`config.mk`:
```
export PLATFORM = sky130hd
export DESIGN_NAME = semsp_bank
export DESIGN_NICKNAME = d
export VERILOG_FILES = /design/src/rtl/semsp_pkg.sv /design/src/rtl/semsp_decode.sv /design/src/rtl/semsp_entry.sv /design/src/rtl/semsp_rdmux.sv /design/src/rtl/semsp_bank.sv
export SDC_FILE = /design/constraint.sdc
export NUM_CORES = 1
export LEC_CHECK = 0
export ABC_AREA = 1
export BUFFER_PORTS_ARGS = -buffer_cell sky130_fd_sc_hd__buf_2
export CAP_MARGIN = 20
export CORE_UTILIZATION = 50
export CTS_BUF_LIST = sky130_fd_sc_hd__clkbuf_8
export DETAILED_ROUTE_END_ITERATION = 16
export PLACE_DENSITY = 0.62
export SETUP_SLACK_MARGIN = 0.2
export SLEW_MARGIN = 20
export SYNTH_ARGS = -nofsm -noshare
export SYNTH_HDL_FRONTEND = slang
export SYNTH_SLANG_ARGS = --single-unit
```
`constraint.sdc`:
```
create_clock -name clk -period 4 [get_ports clk]
set_input_delay 0.4 -clock clk [delete_from_list [all_inputs] [get_ports clk]]
set_output_delay 0.4 -clock clk [all_outputs]
set_load 0.05 [all_outputs]
```
`src/rtl/semsp_pkg.sv`:
```
package semsp_pkg;
  localparam int DW  = 32;
  localparam int AW  = 12;
  localparam int BEW = DW / 8;

  typedef logic [DW-1:0] word_t;

  localparam logic [AW-1:0] PLAIN_BASE = 12'h000;
  localparam logic [AW-1:0] COND_BASE  = 12'h0EC;
  localparam logic [AW-1:0] COND_HOLE  = 12'h100;
  localparam int            COND_FIRST = 4;

  // conditional alias address of entry idx; steps over the hole slot
  function automatic logic [AW-1:0] cond_addr(input int idx);
    logic [AW-1:0] a;
    a = COND_BASE + AW'(4 * (idx - COND_FIRST));
    if (a >= COND_HOLE) a = a + AW'(4);
    return a;
  endfunction
endpackage

```
`src/rtl/semsp_decode.sv`:
```
module semsp_decode
  import semsp_pkg::*;
#(
  parameter int NREG = 16
) (
  input  logic [AW-1:0]   addr,
  output logic [NREG-1:0] plain_hit,
  output logic [NREG-1:0] cond_hit
);
  for (genvar i = 0; i < NREG; i++) begin : g_dec
    localparam logic [AW-1:0] P_ADDR = PLAIN_BASE + AW'(4 * i);
    assign plain_hit[i] = (addr == P_ADDR);
    if (i >= COND_FIRST) begin : g_cond
      localparam logic [AW-1:0] C_ADDR = cond_addr(i);
      assign cond_hit[i] = (addr == C_ADDR);
    end else begin : g_nocond
      assign cond_hit[i] = 1'b0;
    end
  end
endmodule

```
`src/rtl/semsp_entry.sv`:
```
module semsp_entry
  import semsp_pkg::*;
#(
  parameter bit STICKY = 1'b0
) (
  input  logic           clk,
  input  logic           cold_rst_n,
  input  logic           warm_rst_n,
  input  logic           lock,
  input  logic           wr_en,
  input  logic [BEW-1:0] wr_be,
  input  word_t          wr_data,
  input  logic           plain_hit,
  input  logic           cond_hit,
  output word_t          q
);
  logic  in_reset, sem_open, accept;
  word_t merged;

  assign in_reset = !cold_rst_n || !warm_rst_n;
  assign sem_open = !q[0];
  assign accept   = wr_en && !lock && !in_reset &&
                    (plain_hit || (cond_hit && sem_open));

  always_comb begin
    for (int b = 0; b < BEW; b++)
      merged[b*8 +: 8] = wr_be[b] ? wr_data[b*8 +: 8] : q[b*8 +: 8];
  end

  always_ff @(posedge clk) begin
    if (!cold_rst_n)                q <= '0;
    else if (!warm_rst_n && !STICKY) q <= '0;
    else if (accept)                 q <= merged;
  end


  cold_clear_chk: assert property (@(posedge clk)
    !cold_rst_n |=> (q == '0));


  sem_reject_chk: assert property (@(posedge clk) disable iff (in_reset)
    (wr_en && cond_hit && !plain_hit && q[0]) |=> $stable(q));


  byte_keep_chk: assert property (@(posedge clk) disable iff (in_reset)
    (wr_en && !lock && plain_hit && !wr_be[0]) |=> $stable(q[7:0]));


  lock_hold_chk: assert property (@(posedge clk) disable iff (in_reset)
    lock |=> $stable(q));

  if (STICKY) begin : g_sticky_chk

    warm_keep_chk: assert property (@(posedge clk) disable iff (!cold_rst_n)
      !warm_rst_n |=> $stable(q));
  end else begin : g_plain_chk

    warm_clear_chk: assert property (@(posedge clk) disable iff (!cold_rst_n)
      !warm_rst_n |=> (q == '0));
  end
endmodule

```
`src/rtl/semsp_rdmux.sv`:
```
module semsp_rdmux
  import semsp_pkg::*;
#(
  parameter int NREG = 16
) (
  input  logic [NREG-1:0][DW-1:0] regs,
  input  logic [NREG-1:0]         sel,
  output word_t                   rd
);
  always_comb begin
    rd = '0;
    for (int i = 0; i < NREG; i++)
      if (sel[i]) rd = rd | regs[i];
  end
endmodule

```
`src/rtl/semsp_bank.sv`:
```
module semsp_bank
  import semsp_pkg::*;
#(
  parameter int NREG         = 16,
  parameter int STICKY_FIRST = 4,
  parameter int STICKY_LAST  = 7
) (
  input  logic          clk,
  input  logic          cold_rst_n,
  input  logic          warm_rst_n,
  input  logic          lock,
  input  logic [11:0]   addr,
  input  logic          wr_en,
  input  logic [3:0]    wr_be,
  input  logic [31:0]   wr_data,
  output logic [31:0]   rd_data
);
  logic [NREG-1:0]         plain_hit, cond_hit, sel;
  logic [NREG-1:0][DW-1:0] regs;

  semsp_decode #(.NREG(NREG)) u_dec (
    .addr(addr), .plain_hit(plain_hit), .cond_hit(cond_hit)
  );

  for (genvar i = 0; i < NREG; i++) begin : g_ent
    localparam bit IS_STICKY = (i >= STICKY_FIRST) && (i <= STICKY_LAST);
    semsp_entry #(.STICKY(IS_STICKY)) u_ent (
      .clk(clk), .cold_rst_n(cold_rst_n), .warm_rst_n(warm_rst_n),
      .lock(lock), .wr_en(wr_en), .wr_be(wr_be), .wr_data(wr_data),
      .plain_hit(plain_hit[i]), .cond_hit(cond_hit[i]), .q(regs[i])
    );
  end

  assign sel = plain_hit | cond_hit;

  semsp_rdmux #(.NREG(NREG)) u_rd (
    .regs(regs), .sel(sel), .rd(rd_data)
  );


  single_hit_chk: assert property (@(posedge clk) disable iff (!cold_rst_n)
    $countones({plain_hit, cond_hit}) <= 1);


  hole_read_chk: assert property (@(posedge clk) disable iff (!cold_rst_n)
    (addr == COND_HOLE) |-> (rd_data == '0));


  hole_write_chk: assert property (@(posedge clk)
    disable iff (!cold_rst_n || !warm_rst_n)
    (wr_en && addr == COND_HOLE) |=> $stable(regs));
endmodule

```
## Word level (Yosys, flattened, before mapping)

Cells that the tools add are included.

| storage, ports and cells | value |
|---|---|
| flip-flop bits (word level) | 512 |
| output and inout port bits | 32 |
| word-level logic and storage cells | 248 |

| cells by class | value |
|---|---|
| eq/ne operators | 27 |
| muxes and demuxes | 16 |
| bitwise operators | 16 |
| reductions and logical operators | 125 |

Operators with widths:

| cell | number |
|---|---|
| $mux 32 | 16 |
| $or 32x32->32 | 15 |
| $reduce_and 2->1 | 65 |
| $eq 12x6->1 const B | 8 |
| $eq 12x9->1 const B | 7 |
| $eq 12x8->1 const B | 5 |
| $eq 12x5->1 const B | 4 |
| $logic_and 1x1->1 | 30 |
| $eq 12x4->1 const B | 2 |
| $logic_not 1->1 | 16 |
| $or 16x16->16 | 1 |
| $logic_or 1x1->1 | 13 |
| $eq 12x3->1 const B | 1 |
| $logic_not 12->1 | 1 |

## Longest topological paths before layout

Gate-level depths: netlist (run 1).

| logic depth | value |
|---|---|
| word-level depth | 33 |
| depth in mapped cells | 14 |

## Cells and area by module

From an unflattened synthesis (run 1), not the netlist that was laid out.

| unflattened totals | value |
|---|---|
| cells, all modules | 5794 |
| area, all modules | 33963.8 um^2 |

By module, submodules not included:

| module | times used | cells an instance | area each (um^2) |
|---|---|---|---|
| semsp_entry (g_ent[0].u_ent ...) | 12 | 281 | 1804.2 |
| semsp_entry (g_ent[4].u_ent ...) | 4 | 281 | 1766.7 |
| semsp_rdmux | 1 | 1168 | 4693.3 |
| semsp_decode | 1 | 82 | 372.9 |
| semsp_bank | 1 | 48 | 180.2 |

## Worst setup path after synthesis (run 1)

OpenSTA, ideal clock, no wires.

| path | value |
|---|---|
| path kind | input-to-output |
| start point | input addr[9] |
| end point | output rd_data[21] |
| data arrival time | 1846 ps |
| required time | 3600 ps |
| setup slack | 1754 ps |
| stages on the path | 11 |
| path through | nor2_1 > nand2_1 > inv_2 > buf_6 > nand2_1 > nor2_1 > clkbuf_1 > nand2_1 > nand4_1 > nor2_1 > nand2_1 |

| on the way | value |
|---|---|
| longest elaborated chain between the ends | 33 |

RTL lines:

| what | line | RTL |
|---|---|---|
| start, declared | semsp_bank.sv:12 | `input logic [11:0] addr,` |
| $logic_not 12->1 | semsp_decode.sv:12 | `assign plain_hit[i] = (addr == P_ADDR);` |
| $or 16x16->16 * | semsp_bank.sv:34 | `assign sel = plain_hit \| cond_hit;` |
| $mux 32 | semsp_rdmux.sv:13 | `if (sel[i]) rd = rd \| regs[i];` |
| $or 32x32->32 | semsp_rdmux.sv:13 |  |
| $mux 32 | semsp_rdmux.sv:13 |  |
| $or 32x32->32 | semsp_rdmux.sv:13 |  |
| $mux 32 | semsp_rdmux.sv:13 |  |
| $or 32x32->32 | semsp_rdmux.sv:13 |  |
| (+17 left out) | -- |  |
| $or 32x32->32 | semsp_rdmux.sv:13 |  |
| $mux 32 | semsp_rdmux.sv:13 |  |
| $or 32x32->32 | semsp_rdmux.sv:13 |  |
| $mux 32 | semsp_rdmux.sv:13 |  |
| $or 32x32->32 | semsp_rdmux.sv:13 |  |
| $mux 32 | semsp_rdmux.sv:13 |  |
| $or 32x32->32 | semsp_rdmux.sv:13 |  |
| $mux 32 * | semsp_rdmux.sv:13 |  |
| end, declared | semsp_bank.sv:16 | `output logic [31:0] rd_data` |

Every way passes the cells marked *; elsewhere a longest branch is shown, timed or not.

## Worst setup path in the final report (run 1)

| path | value |
|---|---|
| start point | input addr[7] |
| end point | output rd_data[1] |

Same word-level chain as after synthesis.

==> summary.txt, run 1 <==
Cells and area
  • Most common cell after layout, fill and taps aside: nand2_1
  • Area added between synthesis and finish: 9.99%
  • Most frequent cells in the layout: nand2_1, dfxtp_1, a21oi_1
  • Max FFs per register: 512
  • Largest regs: g_ent.u_ent.q: 512 flops
  • Fraction of layout cells with a size suffix above 1: 8.67%
  • Register with the most flip-flops: g_ent.u_ent.q
  • Nets: 3,798

Route
  • WL met3: 9410 um
  • Detail Route met2 WL: 39,700 um
  • Final WL: 92,900 um
  • DR iter-0 viols: 3,170
  • # DRC: 0
  • Routed via count: 25,876
  • WL/cell: 20.7 um
  • DRT met1 WL: 40,700 um
  • Drt pass-1 iters: 6
  • Average vias per placed instance: 5.78
  • Final ANT Viol Nets: 0
  • Max layer used: met5

Setup path
  • Reg-to-reg slack, setup: 1.82 ns
  • Reg2reg start: g_ent[12].u_ent.q[0]$_SDFFE_PN0P_
  • WS Path Type: primary input to output pin
  • Worst path slowest cell: nor2_4
  • Data required, critical path: 3.60 ns
  • Worst R2R End: g_ent[12].u_ent.q[31]$_SDFFE_PN0P_
  • Critical Path Start Type: primary input
  • CP cell instances: buf_2, nor2_1, nand3_2, nor2_4, buf_4, nand2_1, nand4_1, nor2_1, nand2_1, buf_2
  • Crit-path max cell delay: 0.72 ns
  • Crit Path Max Fanout: 24
  • Crit end category: output pin
  • R2r worst-path depth: 7
  • Data arrival time of the critical path: 2.81 ns

Yosys
  • Post-synthesis sequential area ratio: 41.4%
  • Yosys top cell area share: 41.4%
  • Synthesized area: 24,800 sq um
  • Syn_area_per_cell: 6.57 sq um
  • Syn nets: 3,820
  • #FFs+latches synth: 512
  • Yosys warning count: 0
  • Synth Instances: 3,767
  • Yosys top cell by area: dfxtp_1
  • Area contributors post-synth: dfxtp_1, nand2_1, nand4_1, a21oi_1, inv_1
  • Yosys cell types: 27

Clocking
  • Clk slew on worst S/H paths: 0.06 ns
  • CTS tree: built
  • CTS Buffer Depth: 3
  • Later-pin clock latency in the skew report: 0.70 ns
  • Post-CTS Hold Buffers: 0
  • Clock Sinks: 512
  • Clock root buffer: clkbuf_8
  • Number of H-tree levels: 3
  • Post-CTS setup buffer count: 0
  • Post-CTS Resized: 0
  • Clock buffer count from CTS: 90

STA
  • Final max-slew violation count: 0
  • Max Clk Rate: 311 MHz
  • Crit share post-route: 80.3%
  • Final setup TNS: 0 ns
  • RSZ-0062 raised after global routing: no
  • Fin. Hold Viols: 0
  • Setup violators final: 0
  • Tmin final: 3.21 ns
  • Rel. slew slack: 28.3%
  • Worst slew pin tran: 1.08 ns
  • Clock Skew: 0.0263 ns

GRT
  • Vias in the first global route: 23,408
  • Total congestion overflow: 0
  • Initial antenna violation count: 9
  • Largest net degree at the start of global routing: 95
  • GRT Resource Usage Total: 36.4%
  • Global-route wire length before repair: 141,000 um

Power and ir drop
  • Maximum vdd drop: 0.314 mV
  • PwrDens: 373 nW/um^2
  • Leak Pwr: 0.0105 uW
  • Tot Pwr: 10,200 uW

Floorplanning
  • Die height: 225 um
  • Starting Density: 50.7%
  • DIE WIDTH: 225 um
  • Core area: 48,800 sq um
  • Io pins: 85
  • Die Area: 50,400 sq um
  • Row count: 81

Run status
  • Status: finished clean

Min path
  • Hold path depth: 3
  • Hold endpoint: g_ent[7].u_ent.q[25]$_SDFFE_PN0P_
  • Hold path startpoint: wr_data[25]
  • Hold crit path type: primary input to flip-flop

Job
  • Max Cap Violations: 0

Place
  • Port buffer count: 84
  • Final Wtd Congestion: 0.941
  • HPWL Detailed: 60,300 um
-- report_power, final --
group	internal [uW]	switching (uW)
registers	5100	0.0248
logic	69.4	394
clock network	2370	2220
total	7540	2620
-- cells in the mapped netlist (all sizes together) --
master / n
dfxtp: 512
nor3: 11
nand3: 79
nand4: 417
nand2: 1279
buf: 152
a21boi: 1
inv: 354
nor2: 281
a21oi: 450
o21ai: 96
clkbuf: 135
-- area by class of cell --
type | instances | area [sq um]
well taps | 664 | 831
flip-flops and latches | 512 | 10200
clock inverters | 50 | 215
inverters | 354 | 1340
multi-input cells | 2614 | 11900
diodes | 6 | 15.0
repair buffers | 173 | 1210
fillers | 4946 | 21600
clock buffers | 105 | 1450
-- worst max-delay path: cells and delay by family --
| kind | cells | cell delay [ns] |
|---|---|---|
| simple gates | 7 | 1.69 |
| buf+inv | 3 | 0.68 |
-- stage by stage --
stage	setup slack, ns	cell area [sq um]	hold WS, ns	util, %	instances
6_report	0.789	27200	0.161	55.7	4478
5_1_grt	0.677	27200	0.139	55.7	4472
4_1_cts	0.833	27200	0.102	55.7	4472
3_5_place_dp	0.831	25600	0.437	52.3	4317
3_3_place_gp	0.867	25600	0.432	52.3	4317
2_1_floorplan	1.75	24800	0.423	-	3767
-- cell families (layout without fill, tap and decap cells) --
kind of cell           after synthesis  in the layout  share of synthesized area, %
DFF                                512            512                          41.4
other                                0              6                             0
buffers and inverters              641            682                          10.6
AOI/OAI and AO/OA                  547            547                          11.1
and+or+nand+nor                   2067           2067                          36.9
-- routing by layer --
layer  vias up  GRT usage, %
met2      1303          53.9
li1      12237             -
met4         4          13.6
met3       204          6.98
met5         -             0
met1     12128          52.2
-- worst max path at each step --
stage,startpoint,end,slack (ns)
finish,addr[7],rd_data[1],0.79
global route,addr[7],rd_data[1],0.68
CTS,addr[7],rd_data[1],0.83
detailed placement,addr[7],rd_data[1],0.83
global placement,addr[7],rd_data[1],0.87
floorplan,addr[9],rd_data[21],1.75
Note: power is estimated with default switching activity, not from simulation.
==> inputs of run 2 (changes only) <==
--- a/config.mk
+++ b/config.mk
@@ -11,7 +11,7 @@
 export CORE_UTILIZATION = 50
 export CTS_BUF_LIST = sky130_fd_sc_hd__clkbuf_8
 export DETAILED_ROUTE_END_ITERATION = 16
-export PLACE_DENSITY = 0.62
+export PLACE_DENSITY = 0.65
 export SETUP_SLACK_MARGIN = 0.2
 export SLEW_MARGIN = 20
 export SYNTH_ARGS = -nofsm -noshare
==> constraint.sdc (replaced) <==
create_clock -name clk -period 2.8 [get_ports clk]
set_input_delay 0.28 -clock clk [delete_from_list [all_inputs] [get_ports clk]]
set_output_delay 0.28 -clock clk [all_outputs]
set_load 0.05 [all_outputs]
==> run 2 against run 1 <==
Effect of this change: register-to-register slack got worse by 0.89 ns; clock power increased by 46%; via count increased by 1.1%; largest power group unchanged; non-clock buffer count increased by 36; sequential share of layout area decreased by 0.96 points; sequential power increased by 43%; largest cell class unchanged; flip-flop and latch count unchanged; critical endpoint is now rd_data[25]; combinational power increased by 48%; highest routed layer is now met4; clock skew increased by 0.0070 ns.
==> summary.txt, run 2 (synthesized netlist as in run 1, its figures left out) <==
Route
  • Average vias per placed instance: 5.79
  • Final ANT Viol Nets: 0
  • # DRC: 0
  • Final WL: 90,700 um
  • Drt pass-1 iters: 6
  • DR iter-0 viols: 2,888
  • WL/cell: 20.1 um
  • Routed via count: 26,167

Floorplanning
  • Io pins: 85
  • Starting Density: 50.7%
  • DIE WIDTH: 225 um
  • Die Area: 50,400 sq um
  • Row count: 81
  • Core area: 48,800 sq um
  • Die height: 225 um

GRT
  • Vias in the first global route: 24,047
  • Total congestion overflow: 0
  • Initial antenna violation count: 1
  • Largest net degree at the start of global routing: 225
  • GRT Resource Usage Total: 35.6%
  • Global-route wire length before repair: 140,000 um

Cells and area
  • Nets: 3,835
  • Largest regs: g_ent.u_ent.q: 512 flops
  • Fraction of layout cells with a size suffix above 1: 9.66%
  • Most common cell after layout, fill and taps aside: nand2_1
  • Max FFs per register: 512
  • Register with the most flip-flops: g_ent.u_ent.q
  • Most frequent cells in the layout: nand2_1, dfxtp_1, a21oi_1
  • Design Area, Final: 27,900 sq um
  • Area added between synthesis and finish: 12.9%

Setup path
  • Data arrival time of the critical path: 2.29 ns
  • WS Path Type: primary input to output pin
  • Data required, critical path: 2.52 ns
  • Crit end category: output pin
  • Crit Path Max Fanout: 32
  • Critical Path Start Type: primary input

Power and ir drop
  • Power share of the clock group: 45.7%
  • P_int: 10,900 uW
  • Net Sw Frac: 25.5%
  • Tot Pwr: 14,700 uW
  • PwrDens: 526 nW/um^2
  • Sw Pwr: 3750 uW
  • Leak Pwr: 0.0108 uW
  • Combinational Power Share: 4.7%
  • Maximum vdd drop: 0.310 mV
  • Sequential power share: 49.6%

Place
  • HPWL Detailed: 59,000 um
  • Placed cell areas: 26,100 sq um
  • Final Wtd Congestion: 0.954
  • Pre-CTS WS: 0.106 ns
  • Port buffer count: 84

STA
  • Final setup TNS: 0 ns
  • Max Clk Rate: 390 MHz
  • Post-route setup slack: 0.233 ns
  • Clock Skew: 0.0334 ns
  • Crit share post-route: 91.7%
  • Final max-slew violation count: 0
  • Tmin final: 2.57 ns
  • Fin. Hold Viols: 0
  • Setup violators final: 0
  • RSZ-0062 raised after global routing: no
  • Rel. slew slack: 24.2%
  • Worst slew pin tran: 1.14 ns

Min path
  • Hold crit path type: primary input to flip-flop

Clocking
  • CTS Buffer Depth: 3
  • Clock root buffer: clkbuf_8
  • Clock buffer count from CTS: 90
  • CTS tree: built
  • Clk slew on worst S/H paths: 0.07 ns
  • Clock Sinks: 512
  • Post-CTS setup buffer count: 0
  • Number of H-tree levels: 3
  • Later-pin clock latency in the skew report: 0.70 ns

Job
  • Max Cap Violations: 0

Run status
  • Status: finished clean
[run 2: cell count changes in the layout (fill, tap and decap cells not counted), moves of 3 or more]
cell,before,now
clkbuf_8,105,110
nor2_4,8,11
clkinv_2,3,6
buf_4,84,96
buf_12,9,33
dlygate4sd3_1,0,5
buf_2,80,72
[run 2: area by class of cell]
type,instances,area (sq um)
Antenna cell,6,15.0
Clock buffer,110,1510
Clock inverter,49,211
Fill cell,4839,20900
Inverter,354,1350
Multi-Input combinational cell,2614,11900
Sequential cell,512,10200
Tap cell,664,831
Timing Repair Buffer,209,1820
Timing Repair inverter,1,5.00
[run 2: final timing paths]
kind	start	end	slack [ns]	cells after the start
max	addr[7]	rd_data[25]	0.23	10
min	wr_data[12]	g_ent[7].u_ent.q[12]$_SDFFE_PN0P_	0.04	3
min reg2reg	g_ent[2].u_ent.q[10]$_SDFFE_PN0P_	g_ent[2].u_ent.q[10]$_SDFFE_PN0P_	0.44	2
max reg2reg	g_ent[11].u_ent.q[0]$_SDFFE_PN0P_	g_ent[11].u_ent.q[27]$_SDFFE_PN0P_	0.93	7
[run 2: critical path, stage by stage]
cell     delay [ns]
buf_2          0.12
nor2_1         0.22
nand3_2        0.36
nor2_4         0.23
buf_12         0.23
nand2_1        0.08
nand4_1        0.17
nor2_1         0.07
nand2_1        0.28
buf_12         0.19
[run 2: repair_timing]
action | 4_1_cts | 5_1_grt
endpoints found under the hold margin | 43 | 0
endpoints found under the setup margin | 19 | 31
hold buffers | 5 | 0
gates resized for setup | 3 | 10
gates cloned | 0 | 1
[run 2: metal layers]
metal  up-vias  global-route usage, %  share of wire (%)
li1      12318                      -                  -
met5         -                      0                  0
met1     12215                   50.2                 43
met3       208                   5.81                 11
met4         0                   14.9                3.5
met2      1426                   53.7                 43
[run 2: power by group through the flow]
stage               registers [uW]  clock network, uW  logic, uW
floorplan                     7450                  0        379
global placement              7450                  0        640
detailed placement            7450                  0        649
CTS                           7290               6780        658
global route                  7280               7120        716
finish                        7290               6710        688
[run 2: through the flow]
stage / instances / util (%) / hold slack (ns)
floorplan: 3767 / - / 0.423
global placement: 4348 / 53.4 / 0.432
detailed placement: 4348 / 53.4 / 0.437
CTS: 4512 / 57.1 / 0.000927
global route: 4515 / 57.2 / 0.0319
finish: 4519 / 57.2 / 0.0431
